**src/rtl/ccseq_pkg.sv**
```systemverilog
package ccseq_pkg;

  typedef enum logic [2:0] {
    COND_ALWAYS = 3'd0,
    COND_EQ     = 3'd1,
    COND_NE     = 3'd2,
    COND_GT     = 3'd3,
    COND_NEG    = 3'd4,
    COND_CARRY  = 3'd5,
    COND_NONE6  = 3'd6,
    COND_NONE7  = 3'd7
  } cond_e;

  typedef struct packed {
    logic n;
    logic z;
    logic v;
    logic c;
  } flags_t;

  typedef struct packed {
    logic advance;
    logic loadTarget;
    logic writeFlags;
  } ctrl_t;

endpackage

```
**src/rtl/ccseq_ctrl.sv**
```systemverilog
module ccseq_ctrl
  import ccseq_pkg::*;
(
  input  logic        step,
  input  logic        brReq,
  input  logic [2:0]  condSel,
  input  logic        flagUpd,
  input  flags_t      curFlags,
  output ctrl_t       ctrl
);

  logic condMet;

  always_comb begin
    unique case (cond_e'(condSel))
      COND_ALWAYS: condMet = 1'b1;
      COND_EQ:     condMet = curFlags.z;
      COND_NE:     condMet = !curFlags.z;
      COND_GT:     condMet = !curFlags.z && (curFlags.n == curFlags.v);
      COND_NEG:    condMet = curFlags.n;
      COND_CARRY:  condMet = curFlags.c;
      default:     condMet = 1'b0;
    endcase
  end

  always_comb begin
    ctrl.advance    = step;
    ctrl.loadTarget = step && brReq && condMet;
    ctrl.writeFlags = flagUpd;
  end

endmodule

```
**src/rtl/ccseq_dpath.sv**
```systemverilog
module ccseq_dpath
  import ccseq_pkg::*;
#(
  parameter int          ADDR_W     = 32,
  parameter int          DATA_W     = 32,
  parameter int          INSN_BYTES = 4,
  parameter logic [31:0] START_ADDR = 32'h0000_0100
) (
  input  logic              clk,
  input  logic              rstN,
  input  ctrl_t             ctrl,
  input  logic [ADDR_W-1:0] brTarget,
  input  logic [DATA_W-1:0] aluResult,
  input  logic              aluCarry,
  input  logic              aluOvf,
  output logic [ADDR_W-1:0] pcReg,
  output flags_t            flagReg
);

  localparam logic [ADDR_W-1:0] PC_INC   = ADDR_W'(INSN_BYTES);
  localparam logic [ADDR_W-1:0] PC_RESET = ADDR_W'(START_ADDR);

  logic [ADDR_W-1:0] seqAddr;
  flags_t            newFlags;

  assign seqAddr = pcReg + PC_INC;

  always_comb begin
    newFlags.n = aluResult[DATA_W-1];
    newFlags.z = (aluResult == '0);
    newFlags.v = aluOvf;
    newFlags.c = aluCarry;
  end

  always_ff @(posedge clk) begin
    if (!rstN) begin
      pcReg <= PC_RESET;
    end else if (ctrl.advance) begin
      pcReg <= ctrl.loadTarget ? brTarget : seqAddr;
    end
  end

  always_ff @(posedge clk) begin
    if (!rstN) begin
      flagReg <= '0;
    end else if (ctrl.writeFlags) begin
      flagReg <= newFlags;
    end
  end

endmodule

```
**src/rtl/cc_branch_seq.sv**
```systemverilog
module cc_branch_seq
  import ccseq_pkg::*;
#(
  parameter int          ADDR_W     = 32,
  parameter int          DATA_W     = 32,
  parameter int          INSN_BYTES = 4,
  parameter logic [31:0] START_ADDR = 32'h0000_0100
) (
  input  logic              clk,
  input  logic              rstN,
  input  logic              step,
  input  logic              brReq,
  input  logic [2:0]        condSel,
  input  logic [ADDR_W-1:0] brTarget,
  input  logic              flagUpd,
  input  logic [DATA_W-1:0] aluResult,
  input  logic              aluCarry,
  input  logic              aluOvf,
  output logic [ADDR_W-1:0] pc,
  output logic              flagN,
  output logic              flagZ,
  output logic              flagV,
  output logic              flagC
);

  ctrl_t  ctrl;
  flags_t flagReg;

  ccseq_ctrl ctrl_i (
    .step     (step),
    .brReq    (brReq),
    .condSel  (condSel),
    .flagUpd  (flagUpd),
    .curFlags (flagReg),
    .ctrl     (ctrl)
  );

  ccseq_dpath #(
    .ADDR_W     (ADDR_W),
    .DATA_W     (DATA_W),
    .INSN_BYTES (INSN_BYTES),
    .START_ADDR (START_ADDR)
  ) dpath_i (
    .clk       (clk),
    .rstN      (rstN),
    .ctrl      (ctrl),
    .brTarget  (brTarget),
    .aluResult (aluResult),
    .aluCarry  (aluCarry),
    .aluOvf    (aluOvf),
    .pcReg     (pc),
    .flagReg   (flagReg)
  );

  assign flagN = flagReg.n;
  assign flagZ = flagReg.z;
  assign flagV = flagReg.v;
  assign flagC = flagReg.c;

endmodule

```
**config.mk**
```make
export PLATFORM = sky130hd
export DESIGN_NAME = cc_branch_seq
export DESIGN_NICKNAME = d
export VERILOG_FILES = /design/src/rtl/ccseq_pkg.sv /design/src/rtl/ccseq_ctrl.sv /design/src/rtl/ccseq_dpath.sv /design/src/rtl/cc_branch_seq.sv
export SDC_FILE = /design/constraint.sdc
export NUM_CORES = 1
export LEC_CHECK = 0
export ABC_AREA = 1
export BUFFER_PORTS_ARGS = -buffer_cell sky130_fd_sc_hd__buf_2
export CORE_MARGIN = 4
export CORE_UTILIZATION = 50
export CTS_CLUSTER_DIAMETER = 150
export DETAILED_ROUTE_END_ITERATION = 8
export GPL_TIMING_DRIVEN = 1
export PLACE_DENSITY = 0.84
export RECOVER_POWER = 25
export SLEW_MARGIN = 20
export SYNTH_ARGS = -nofsm -noshare
export SYNTH_HDL_FRONTEND = slang
export SYNTH_HIERARCHICAL = 1
export SYNTH_SLANG_ARGS = --single-unit
```
**constraint.sdc**
```tcl
create_clock -name clk -period 3.4 [get_ports clk]
set_input_delay 0.17 -clock clk [delete_from_list [all_inputs] [get_ports clk]]
set_output_delay 0.17 -clock clk [all_outputs]
set_load 0.01 [all_outputs]
```
==> run metrics <==
Max Cap Viol=0; Post-Synth XOR/XNOR Area=0%; post-synthesis sequential area ratio=28.51%; Synth area leaders=dfxtp_1 29%, nand2_1 18%, nand3_1 7.9%, nor2_1 7.4%, inv_1 6.4%; Yosys cell types=30; Clk Latency, worst-skew pair=0.29 ns; pwr dens=305.7 nW/um^2; aggregate global routing overflow=0; r2r setup slk=0.88 ns; hold_sp=aluCarry; Routed Antenna Nets=0; Non-Filler Instances=578; Final GP Congestion=0.9100; DP HPWL=6096 um; max frequency=396.9 MHz; layout cells sized above 1=25.05%; global-route usage over all layers=26.21%; # setup viols final=0; initial antenna violation count=0; net switching power=0.2771 mW; H-tree lvl count=2; first-pass GRT wire length=13250 um; setup bufs post-CTS=0; final worst slack=0.8802 ns; Cell Area, Synth=2527 sq um; internal cell power=0.6907 mW; TritonCTS buffer count=5; Tcrit/Tclk final=74.11%; post-placement cell count=571; n_diodes=0; 1st-iter DRT viols=259; CP Launch Type=register; WS Path Type=register to register; number of port buffers=109; Hold Path Cell Cnt=3; Synth-to-Final Area Change=25.25%; worst slack, placed=0.7753 ns; WL/cell=13.52 um; count of clock tree sinks=36; vias per inst=5.337; first-pass iteration count of the detailed router=5; largest family of logic cells by synthesized area=simple AND/OR/NAND/NOR gates; Filler cells=474; final hold slack=0.1204 ns; Max clock buf depth=2; worst r2r path cells=12; EDFF count, synth=0; area leader, netlist=dfxtp_1; warnings from Yosys=6; arrival time worst endpoint=2.74 ns; Synth Area in Simple Gates=46.93%; Final Hold Fails=0; complex-gate fraction of the synthesized area=14.65%; Hold EP=dpath_i/flagReg[0]$_SDFFE_PN0P_; core area=4817 sq um; Routed WL=7816 um; Site Rows=25; Vias=3085; Synth Register Bits=36; clk slew on worst S/H paths=0.08 ns; mean post-synth cell area=6.164 sq um; Rel. slew slack=42.24%; Die Width=79.10 um; fin crit period=2.520 ns; root buffer cell=clkbuf_8; Slew @ Worst Pin=0.8664 ns; Final Power=0.9678 mW; starting density of the core=52.47%; worst vdd ir=0.2124 mV; TNS Setup=0 ns; Synth top area share=28.51%; worst r2r dst=dpath_i/pcReg[9]$_SDFFE_PN0P_; CP Capture Type=register; Required @ worst endpoint=3.62 ns; Die H=79.10 um; Synth Instances=410; Clk pwr share=35.0%; Post-Syn Nets=485; vias in the first global route=2975; RSZ-0062 raised after global routing=false; clk_skew=0.005230 ns; DRC violations left=0; Ports=110; Pleak=1.458 nW; hold crit path type=primary input to register; reg2reg start=dpath_i/flagReg[3]$_SDFFE_PN0P_; post-CTS sizing=0; clock tree from TritonCTS=yes; status=finished clean; Switching Share=28.63%; most frequent cell after synthesis=nand2_1; critical-path maximum fanout=13; Synth async-reset ratio=0%; Post-Synth Adder-Cell Area=0.4950%; Sequential Power Share=48.0%; Hold Buf Count CTS=0; largest net degree at the start of global routing=30; combinational cell fraction of total power=17.0%; Most used DFF post-synth=dfxtp_1; Commonest cells post-synth=122 x nand2_1, 50 x nor2_1, 43 x inv_1; Nets=586; final-report max-slew violation count=0; mux share of post-synthesis cell area=0%; die area=6256 sq um
[per-stage QoR]
step,cell area (sq um),util [%]
6_report,3166,65.71
5_1_grt,3166,65.71
2_1_floorplan,2527,-
3_3_place_gp,3088,64.10
4_1_cts,3184,66.10
3_5_place_dp,3088,64.10
[cell usage in the layout, fill, tap and decap left out, drive strengths merged]
master and instances:
o211ai 9, dfxtp 36, ha 1, nand3b 1
nand4 4, a21oi 20, nand3 40, buf 94
nor3 11, inv 44, clkinv 1, nor2 60
and3 3, o21ai 19, o221ai 2, a31oi 1
clkbuf 22, nand2 129, nor4 6, a221oi 1
a211oi 7
[routing by layer]
| layer | track usage (%) | routed length (um) | vias up |
|---|---|---|---|
| met3 | 3.968 | 535 | 11 |
| met5 | 0 | 0 | - |
| li1 | - | - | 1545 |
| met2 | 45.03 | 3831 | 131 |
| met1 | 32.77 | 3349 | 1398 |
| met4 | 10.31 | 100 | 0 |
[final cells by class]
type                       instances  area, sq um  area share (%)
timing repair buffer             109        526.8           16.64
sequential                        36        720.7           22.77
clock buffer                       7        96.34           3.043
tap                               67        83.83           2.648
multi-input combinational        314         1569           49.57
inverter                          45        168.9           5.336
[cells by family after synthesis]
logic type                 Yosys count
and+or+nand+nor                    254
adders and majority gates            1
DFF                                 36
AOI/OAI and AO/OA                   59
buffers and inverters               60
[worst max-delay path, cell delays in order (launching register included)]
cell and delay [ns]:
dfxtp_1 0.40, inv_1 0.06, nand2_1 0.05, nand3_1 0.07, nand2_1 0.06, inv_1 0.03
nor2_1 0.27, inv_1 0.28, nand2_1 0.45, inv_1 0.34, nand2_1 0.14, o221ai_1 0.13
a21oi_1 0.17
[power by group through the flow]
stage               clock, mW  combinational, mW  sequential, mW
floorplan                   0             0.0834           0.476
global placement            0              0.162           0.472
detailed placement          0              0.166           0.473
CTS                     0.343              0.167           0.463
global route            0.363              0.186           0.467
finish                  0.338              0.165           0.464
[flip-flops by register name, indices dropped and copies added (netlist names)]
name	cells
dpath_i/pcReg	32
dpath_i/flagReg	4
[worst max path at each step]
stage                                endpoint  slack [ns]                            start  depth (start not counted)
2_1_floorplan   dpath_i/pcReg[7]$_SDFFE_PN0P_        1.75  dpath_i/flagReg[3]$_SDFFE_PN0P_                         11
5_1_grt         dpath_i/pcReg[9]$_SDFFE_PN0P_        0.55  dpath_i/flagReg[3]$_SDFFE_PN0P_                         12
4_1_cts         dpath_i/pcReg[9]$_SDFFE_PN0P_        0.99  dpath_i/flagReg[3]$_SDFFE_PN0P_                         12
6_report        dpath_i/pcReg[9]$_SDFFE_PN0P_        0.88  dpath_i/flagReg[3]$_SDFFE_PN0P_                         12
3_5_place_dp    dpath_i/pcReg[9]$_SDFFE_PN0P_        0.78                             step                         11
3_3_place_gp   dpath_i/pcReg[11]$_SDFFE_PN0P_        0.89                             step                         11
Power figures use the tool's default switching activity.
